[src/rtl/smc_pkg.sv]
`timescale 1ns/1ps
package smc_pkg;
  // True when a counter value of width w sits at its top code.
  function automatic logic at_top(input logic [31:0] v, input int unsigned w);
    logic [31:0] top;
    top = (32'd1 << w) - 32'd1;
    return v == top;
  endfunction
endpackage

[src/rtl/smc_event_counter.sv]
`timescale 1ns/1ps
module smc_event_counter #(
  parameter int W = 8
) (
  input  logic         clk,
  input  logic         rst,
  input  logic         en,
  output logic [W-1:0] cnt_q,
  output logic [W-1:0] cnt_nxt
);
  localparam logic [W-1:0] ONE = W'(1);

  always_comb begin
    cnt_nxt = en ? cnt_q + ONE : cnt_q;
  end

  always_ff @(posedge clk) begin
    if (rst) cnt_q <= '0;
    else     cnt_q <= cnt_nxt;
  end
endmodule

[src/rtl/smc_capture_reg.sv]
`timescale 1ns/1ps
module smc_capture_reg #(
  parameter int W = 16
) (
  input  logic         clk,
  input  logic         rst,
  input  logic         load,
  input  logic [W-1:0] d,
  output logic [W-1:0] q,
  output logic         vld
);
  always_ff @(posedge clk) begin
    if (rst) begin
      q   <= '0;
      vld <= 1'b0;
    end else begin
      vld <= load;
      if (load) q <= d;
    end
  end
endmodule

[src/rtl/smc_rate_meter.sv]
`timescale 1ns/1ps
module smc_rate_meter #(
  parameter int AUD_W = 8,
  parameter int SMP_W = 16
) (
  input  logic             clk,
  input  logic             rst,
  input  logic             aud_tick_i,
  input  logic             smp_stb_i,
  output logic [SMP_W-1:0] smp_count_o,
  output logic             smp_valid_o
);
  // Named internal events, brought out for the checker.
  logic [AUD_W-1:0] aud_cnt;
  logic [AUD_W-1:0] aud_nxt;
  logic [SMP_W-1:0] smp_cnt;
  logic [SMP_W-1:0] smp_nxt;
  logic             rollover;

  smc_event_counter #(.W(AUD_W)) u_aud_ctr (
    .clk(clk), .rst(rst), .en(aud_tick_i),
    .cnt_q(aud_cnt), .cnt_nxt(aud_nxt)
  );

  smc_event_counter #(.W(SMP_W)) u_smp_ctr (
    .clk(clk), .rst(rst), .en(smp_stb_i),
    .cnt_q(smp_cnt), .cnt_nxt(smp_nxt)
  );

  // A tick seen at the top code closes one window.
  always_comb begin
    rollover = aud_tick_i && smc_pkg::at_top(32'(aud_cnt), AUD_W);
  end

  // Load the post-increment sample count so a coincident strobe is included.
  smc_capture_reg #(.W(SMP_W)) u_cap (
    .clk(clk), .rst(rst), .load(rollover), .d(smp_nxt),
    .q(smp_count_o), .vld(smp_valid_o)
  );

  logic unused_aud_nxt;
  assign unused_aud_nxt = ^aud_nxt;
endmodule

[config.mk]
export PLATFORM = sky130hd
export DESIGN_NAME = smc_rate_meter
export DESIGN_NICKNAME = d
export VERILOG_FILES = /design/src/rtl/smc_pkg.sv /design/src/rtl/smc_event_counter.sv /design/src/rtl/smc_capture_reg.sv /design/src/rtl/smc_rate_meter.sv
export SDC_FILE = /design/constraint.sdc
export NUM_CORES = 1
export LEC_CHECK = 0
export ABC_CLOCK_PERIOD_IN_PS = 2150
export CORE_MARGIN = 4
export CORE_UTILIZATION = 60
export DETAILED_ROUTE_END_ITERATION = 6
export DONT_BUFFER_PORTS = 1
export GPL_TIMING_DRIVEN = 0
export PLACE_DENSITY = 0.79
export REMOVE_ABC_BUFFERS = 1
export SYNTH_ARGS = -nofsm -noshare
export SYNTH_HDL_FRONTEND = slang
export SYNTH_SLANG_ARGS = --single-unit
[constraint.sdc]
create_clock -name clk -period 2.15 [get_ports clk]
set_clock_uncertainty 0.2 [all_clocks]
set_input_delay 0.43 -clock clk [delete_from_list [all_inputs] [get_ports clk]]
set_output_delay 0.43 -clock clk [all_outputs]
set_load 0.01 [all_outputs]
## Word-level counts from Yosys, hierarchy flattened

Cells that the tools add are included.

- Register bits: 41
- Bits in latches: 0
- Bits in writable memories: 0
- ROM bits: 0
- Bits of input ports: 4
- Output and inout bits: 17
- Memories: 0

- Add/subtract/negate cells: 2
- $mul: 0
- Divide/modulo/power cells: 0
- Magnitude comparators: 0
- Equality and inequality tests: 1
- Shift operators: 0
- Muxes and demuxes: 1
- Bitwise gates (word level): 0
- Reduce and logical (&&, ||, !) cells: 1

Operators with widths:

| kind | count |
|---|---|
| 16-bit by 1-bit adder with 16-bit output (second input constant) | 1 |
| 16-bit two-way mux | 1 |
| 8-bit by 1-bit adder with 8-bit output (second input constant) | 1 |
| 8-bit equality test (second input constant) | 1 |
| 1-bit logical AND | 1 |

## Logic depth before layout (Yosys ltp)

Gate-level depths: netlist (run 1).

- Word-level depth: 2
- Mapped depth: 7

## By module

A second synthesis (run 1) with hierarchy kept.

- Cells, all modules: 188
- Area total of the unflattened synthesis: 1835.5 µm²

By module, submodules not included:

| module | instances | cells an instance | area an instance (µm²) | seq. area each (µm²) |
|---|---|---|---|---|
| smc_event_counter (u_smp_ctr) | 1 | 89 | 817.0 | 320.3 |
| smc_capture_reg | 1 | 54 | 608.1 | 340.3 |
| smc_event_counter (u_aud_ctr) | 1 | 41 | 385.4 | 160.2 |
| smc_rate_meter | 1 | 4 | 25.0 | 0.0 |

## Worst setup path before layout (run 1)

Ideal clock, no wire load.

- Kind: input to register
- Start: in smp_stb_i
- End: reg u_cap.q[15]
- Setup time: 88 ps
- Arrival: 1609 ps
- Data required time: 1862 ps
- Slack: 252 ps
- Stages on the path: 5
- Cell sequence: buf_6 > and4_4 > nand3_4 > or4_4 > a311oi_2

- Longest elaborated chain between the ends: 1

RTL lines:

| item | line | RTL |
|---|---|---|
| from (decl) | smc_rate_meter.sv:9 | `input logic smp_stb_i,` |
| 16-bit two-way mux | smc_event_counter.sv:14 | `cnt_nxt = en ? cnt_q + ONE : cnt_q;` |
| to (signal assigned) | smc_capture_reg.sv:14 | `q <= '0;` |
| to (signal assigned) | smc_capture_reg.sv:18 | `if (load) q <= d;` |
| to (decl) | smc_capture_reg.sv:9 | `output logic [W-1:0] q,` |

No other way between the ends.
A chain may end at the register's enable or synchronous reset.

## Worst setup path in the final report (run 1)

- Start: reg u_smp_ctr.cnt_q[5]
- End: reg u_cap.q[15]

- Longest elaborated chain between the ends: 2

RTL lines:

| item | line | RTL |
|---|---|---|
| from (decl) | smc_event_counter.sv:8 | `output logic [W-1:0] cnt_q,` |
| from (signal assigned) | smc_event_counter.sv:19 | `else cnt_q <= cnt_nxt;` |
| 16-bit by 1-bit adder with 16-bit output | smc_event_counter.sv:14 |  |
| 16-bit two-way mux | smc_event_counter.sv:14 |  |

No other way between the ends.

==> results of run 1 <==
-- sequential cells by signal, indices dropped and copies added, names as in the netlist --
name,cells
u_cap.vld,1
u_smp_ctr.cnt_q,16
u_aud_ctr.cnt_q,8
u_cap.q,16
-- per-stage QoR --
stage	power, mW	instance area, sq um	instances	setup slack [ps]	hold WS [ps]
2_1_floorplan	0.813	1570	162	162	261
3_3_place_gp	0.816	1610	192	-101	269
3_5_place_dp	0.819	1610	192	-153	298
4_1_cts	1.22	1680	200	161	35.7
5_1_grt	1.26	1690	200	76.6	32.5
6_report	1.20	1690	200	229	47.2
-- how the worst min path moves through the flow --
stage | start | endpoint | slack, ps | cells after the start
2_1_floorplan | u_aud_ctr.cnt_q[5]$_SDFFE_PP0P_ | u_aud_ctr.cnt_q[5]$_SDFFE_PP0P_ | 260 | 2
5_1_grt | aud_tick_i | u_aud_ctr.cnt_q[0]$_SDFFE_PP0P_ | 30 | 2
3_5_place_dp | u_aud_ctr.cnt_q[6]$_SDFFE_PP0P_ | u_aud_ctr.cnt_q[6]$_SDFFE_PP0P_ | 300 | 2
6_report | aud_tick_i | u_aud_ctr.cnt_q[1]$_SDFFE_PP0P_ | 50 | 2
4_1_cts | aud_tick_i | u_aud_ctr.cnt_q[0]$_SDFFE_PP0P_ | 40 | 2
3_3_place_gp | u_aud_ctr.cnt_q[5]$_SDFFE_PP0P_ | u_aud_ctr.cnt_q[5]$_SDFFE_PP0P_ | 270 | 2
-- layout make-up --
| cell class | instances | area [sq um] |
|---|---|---|
| tap | 30 | 37.5 |
| clock buffer | 7 | 55.1 |
| fill | 214 | 833 |
| sequential | 41 | 821 |
| multi-input combinational | 121 | 756 |
| timing repair buffer | 1 | 20.0 |
-- cell families (layout without fill, tap and decap cells) --
| group | after synthesis | in the layout | share of synthesized area, % |
|---|---|---|---|
| flip-flops | 41 | 41 | 50.9 |
| adder cells (fa/ha/maj) | 2 | 2 | 1.55 |
| XOR/XNOR | 18 | 18 | 9.77 |
| buffers and inverters | 9 | 8 | 2.79 |
| AND/OR/NAND/NOR | 75 | 75 | 23.1 |
| AO/OA/AOI/OAI | 24 | 24 | 10.7 |
| multiplexers | 2 | 2 | 1.24 |
-- cell usage after synthesis (all sizes together), types with 2 or more instances --
cell,n
a211oi,13
a21oi,4
a311oi,3
and3,2
and4,4
buf,4
clkbuf,5
dfxtp,41
ha,2
mux2i,2
nand2,12
nand3,3
nand4,7
nor2,36
nor2b,2
nor3,3
nor4,2
o21ai,3
or3,3
xnor2,8
xor2,10
-- per-layer routing --
| metal | track usage, % | vias to the layer above |
|---|---|---|
| met5 | 0 | - |
| met4 | 8.86 | 0 |
| met3 | 9.94 | 4 |
| met2 | 26.9 | 27 |
| met1 | 21.5 | 514 |
| li1 | - | 595 |
-- report_power, final --
group / internal (mW) / total (mW) / switching, mW
sequential: 0.767 / 0.778 / 0.0111
combinational: 0.0162 / 0.0376 / 0.0214
clock: 0.155 / 0.379 / 0.225
total: 0.938 / 1.20 / 0.257
-- cell usage in the layout, fill, tap and decap left out, drive strengths merged --
cell     n
and4     4
a311oi   3
xnor2    8
xor2    10
o31ai    1
a211oi  13
nor2b    2
buf      1
nand4    7
nor4     2
a21oi    4
clkbuf   7
dfxtp   41
nor3     3
ha       2
mux2i    2
o21ai    3
nand2   12
nor2    36
and3     2
or4      1
or3      3
nand3    3
-- what timing repair did --
action | 4_1_cts | 5_1_grt
endpoints found under the setup margin | 17 | 2
hold buffers | 1 | 0
endpoints found under the hold margin | 41 | 0
resized for setup | 1 | 2
pin swaps | 0 | 0
-- worst reg2reg max path: stages (launching register included) --
cell      delay (ps)
dfxtp_1          440
and4_1           290
nand2_1          120
or4_4            530
a311oi_2         260
==> out/results.tsv, run 1 <==
stage	metric	value	unit
run_status	status	complete, no violations	
yosys	synth.largest_area_cell	dfxtp_1	
yosys	seq_area_frac_synth	50.9	%
grt	grt_overflow	0	
yosys	synth-seq-cells	41	
detailed_routing	drt_first_pass_iters	4	
sta	max_freq	521	MHz
worst_setup_path	cp.arrival	1980	ps
finish	post-route-util	67.0	%
power_and_ir_drop	pwr_density_cell	708	mW/mm^2
yosys	synth_cell_types	28	
power_and_ir_drop	leakage	0.540	nW
worst_setup_path	path_buf_inv	0	
grt	grt_max_degree	42	
clock_network	cts_buffer_depth	2	
floorplanning	pin_count	21	
yosys	synth_ff_type	dfxtp_1	
worst_setup_path	endpoint	u_cap.q[15]$_SDFFE_PP0P_	
yosys	ys_async_sr_fraction	0	%
placement	place.gp.congestion	0.777	
clock_network	clk_latency	340	ps
floorplanning	initial_utilization	64.0	%
floorplanning	die_x	59.9	um
finish	drive_gt1_share	8.24	%
sta	fin_setup_tns	0	ps
clock_network	cts_tree	built	
placement	port_buffers	0	
job	cap_violations	0	
detailed_routing	wl	2840	um
finish	layout.nets	176	
worst_setup_path	ff2ff_path_depth	4	
clock_network	post_cts_buffers	0	
clock_network	cts.sinks	41	
worst_setup_path	cp_num_cells	4	
yosys	ys_top_cells_by_area	dfxtp_1 (51%), nor2_1 (8.4%), a211oi_1 (6.0%), xor2_1 (5.4%), xnor2_1 (4.3%)	
worst_setup_path	reg2reg_slack	230	ps
worst_hold_path	hp-class	in -> reg	
detailed_routing	dr_wl_met3	228	um
grt	antenna_found_initial	0	
sta	max-slew-margin-rel	74.3	%
clock_network	cts_root_buf	clkbuf_4	
worst_setup_path	r2r-start	u_smp_ctr.cnt_q[5]$_SDFF_PP0_	
sta	rsz0062_at_grt	no	
sta	hold_viol	0	
detailed_routing	drc_errors	0	
detailed_routing	wl_per_cell	14.2	um
worst_setup_path	path_cells	and4_1 -> nand2_1 -> or4_4 -> a311oi_2	
detailed_routing	highest_layer	met4	
floorplanning	dieHeight	59.9	um
sta	worst_slew_pin_slew	382	ps
clock_network	cts.htree.levels	2	
worst_setup_path	critPathRequiredTime	2210	ps
worst_setup_path	timing.rr.end	u_cap.q[15]$_SDFFE_PP0P_	
grt	grt_pass1_vias	1061	
power_and_ir_drop	ir_drop	0.608	mV
sta	fin_crit	1920	ps
worst_setup_path	cpPeakStageDelay	530	ps
worst_setup_path	critPathSlowestCell	or4_4	
detailed_routing	wl_met2	1330	um
detailed_routing	antenna_left	0	
grt	grtUsageTotal	18.3	%
sta	slew_violations	0	
yosys	avgSynthCellArea	9.44	sq um
floorplanning	coreArea	0.00252	sq mm
floorplanning	die-area	0.00358	sq mm
yosys	synth_cells	171	
worst_setup_path	crit_start	u_smp_ctr.cnt_q[5]$_SDFF_PP0_	
detailed_routing	drt_iter0_markers	55	
worst_setup_path	critPathCaptureType	flip-flop	
yosys	synth.top_cell.area_share	50.9	%
yosys	ys_warn_count	0	
yosys	synth_edf_count	0	
detailed_routing	wl_met1	1250	um
worst_setup_path	worst_setup_path_start_kind	flip-flop	
clock_network	path_clk_slew	110	ps
worst_setup_path	cp_top_family	simple AND/OR/NAND/NOR gates	
worst_setup_path	path_max_fanout	5	
finish	area_growth_syn_to_layout	4.65	%
detailed_routing	vias	1140	
detailed_routing	via_per_inst	5.70	
floorplanning	rows	18	
sta	setup_viol_count_final	0	
worst_setup_path	critical_path_class	reg -> reg	
clock_network	cts_buffers	5	
sta	fin_crit_sh	89.3	%
finish	diodes	0	
placement	dp.final_hpwl	1900	um
yosys	netlist_area	0.00161	sq mm
grt	grt_pass1_wl	4770	um
Note: power is estimated with default switching activity, not from simulation.
==> run 2: changes to the inputs <==
--- a/config.mk
+++ b/config.mk
@@ -13,6 +13,7 @@
 export GPL_TIMING_DRIVEN = 0
 export PLACE_DENSITY = 0.79
 export REMOVE_ABC_BUFFERS = 1
+export SETUP_SLACK_MARGIN = 0.4
 export SYNTH_ARGS = -nofsm -noshare
 export SYNTH_HDL_FRONTEND = slang
 export SYNTH_SLANG_ARGS = --single-unit
==> out/results.tsv, run 2 (synthesized netlist as in run 1, its figures left out) <==
stage	metric	value	unit	change
sta	slew_violations	0		unchanged
finish	top_regs	u_cap.q: 16 flops, u_smp_ctr.cnt_q: 16 flops, u_aud_ctr.cnt_q: 8 flops		
finish	area_growth_syn_to_layout	17.7	%	
power_and_ir_drop	ir_drop	0.611	mV	+0.55%
finish	diodes	0		unchanged
power_and_ir_drop	pwr_density_cell	637	mW/mm^2	-9.9%
grt	grtUsageTotal	21.6	%	+3.3 points
floorplanning	dieHeight	59.9	um	unchanged
finish	final_cells	217		+8.5%
finish	drive_gt1_share	27.3	%	+19 points
sta	max_freq	586	MHz	+12%
worst_setup_path	critical_path_class	reg -> reg		
finish	layout_common_cells	nor2_1 (36), dfxtp_1 (29), a211oi_1 (12)		
floorplanning	pin_count	21		unchanged
clock_network	clk_latency	350	ps	about the same
worst_setup_path	cp.arrival	1770	ps	-210 ps
placement	dp.final_hpwl	1900	um	unchanged
detailed_routing	antenna_left	0		unchanged
detailed_routing	via_per_inst	6.17		+8.3%
floorplanning	initial_utilization	64.0	%	unchanged
placement	dp.cells	192		unchanged
sta	rsz0062_at_grt	yes		
sta	fin_crit_sh	79.4	%	-9.9 points
floorplanning	die_x	59.9	um	unchanged
power_and_ir_drop	p_total	1.21	mW	+1.3%
run_status	status	complete, no violations		
floorplanning	coreArea	0.00252	sq mm	unchanged
finish	final_cell_area	0.00190	sq mm	+12%
grt	grt_overflow	0		unchanged
worst_setup_path	path_max_fanout	3		-2
sta	hold-worst-slack	42.0	ps	-5.17 ps
grt	grt_pass1_wl	5620	um	+18%
sta	max-slew-margin-rel	77.4	%	+3.1 points
worst_setup_path	critPathRequiredTime	2210	ps	about the same
finish	final_common_cell	nor2_1		
power_and_ir_drop	leakage	0.641	nW	+19%
floorplanning	rows	18		unchanged
detailed_routing	drt_first_pass_iters	4		unchanged
detailed_routing	drt_iter0_markers	68		+24%
placement	place.gp.congestion	0.777		unchanged
clock_network	cts_tree	built		
clock_network	cts.sinks	41		unchanged
worst_setup_path	critPathCaptureType	flip-flop		
clock_network	cts_buffers	5		unchanged
detailed_routing	wl_per_cell	17.3	um	+22%
sta	worst_slew_pin_slew	337	ps	-45.7 ps
clock_network	cts_buffer_depth	2		unchanged
placement	postPlaceCellArea	0.00161	sq mm	unchanged
clock_network	path_clk_slew	110	ps	about the same
finish	layout.nets	193		+9.7%
detailed_routing	drc_errors	0		unchanged
clock_network	cts_root_buf	clkbuf_4		
sta	hold_viol	0		unchanged
grt	grt_pass1_vias	1219		+15%
worst_setup_path	worst_setup_path_start_kind	flip-flop		
placement	port_buffers	0		unchanged
detailed_routing	vias	1339		+17%
sta	fin_crit	1710	ps	-213 ps
finish	nFillCells	177		-17%
worst_hold_path	hp-class	in -> reg		
detailed_routing	wl	3760	um	+32%
finish	post-route-util	75.3	%	+8.3 points
grt	grt_max_degree	42		unchanged
grt	antenna_found_initial	0		unchanged
floorplanning	die-area	0.00358	sq mm	unchanged
clock_network	cts.htree.levels	2		unchanged
sta	setup_viol_count_final	0		unchanged
job	cap_violations	0		unchanged
[run 2: cell count changes in the layout (fill, tap and decap cells not counted), sizes merged]
cell,delta
buf,+14
and3,+3
[run 2: report_power, final]
part / internal, mW / total [mW] / switching (mW)
clock network: 0.155 / 0.388 / 0.234
registers: 0.767 / 0.779 / 0.0124
logic: 0.0194 / 0.0428 / 0.0234
total: 0.941 / 1.21 / 0.270
[run 2: through the flow]
step	setup TNS (ps)	setup WS [ps]
global route	0	322
CTS	0	382
global placement	-810	-101
finish	0	443
floorplan	0	162
detailed placement	-1470	-153
[run 2: layout make-up]
cell class	count	area, sq um	share of cell area, %
tap	30	37.5	1.98
timing repair buffer	15	136	7.18
clock buffer	7	55.1	2.90
multi-input combinational	124	832	43.8
sequential	41	838	44.1
[run 2: worst paths after layout]
| path | from | endpoint | slack (ps) | cells after the start |
|---|---|---|---|---|
| max | u_smp_ctr.cnt_q[4]$_SDFF_PP0_ | u_cap.q[14]$_SDFFE_PP0P_ | 440 | 5 |
| min | aud_tick_i | u_aud_ctr.cnt_q[1]$_SDFFE_PP0P_ | 40 | 2 |
| max reg2reg | u_smp_ctr.cnt_q[4]$_SDFF_PP0_ | u_cap.q[14]$_SDFFE_PP0P_ | 440 | 5 |
| min reg2reg | u_aud_ctr.cnt_q[5]$_SDFFE_PP0P_ | u_aud_ctr.cnt_q[5]$_SDFFE_PP0P_ | 330 | 2 |
[run 2: critical path, stage by stage (launching register included)]
cell and delay (ps):
dfxtp_2 350, and4_4 260, buf_4 120, nand2_1 60, or3_1 390, a311oi_2 250
[run 2: layer usage]
layer / routed length (um) / GRT usage (%) / vias to the layer above
met3: 358 / 9.72 / 18
met4: 145 / 10.4 / 0
li1: - / - / 637
met1: 1400 / 24.7 / 623
met2: 1860 / 34.1 / 61
met5: 0 / 0 / -
[run 2: timing repair]
action                                  in CTS  in global routing
hold buffers                                 1                  0
resized for setup                           20                 11
gates cloned                                 1                  2
pin swaps                                    2                  7
setup buffers                               11                  3
endpoints found under the setup margin      19                 19
hold endpoints to repair                    41                  0
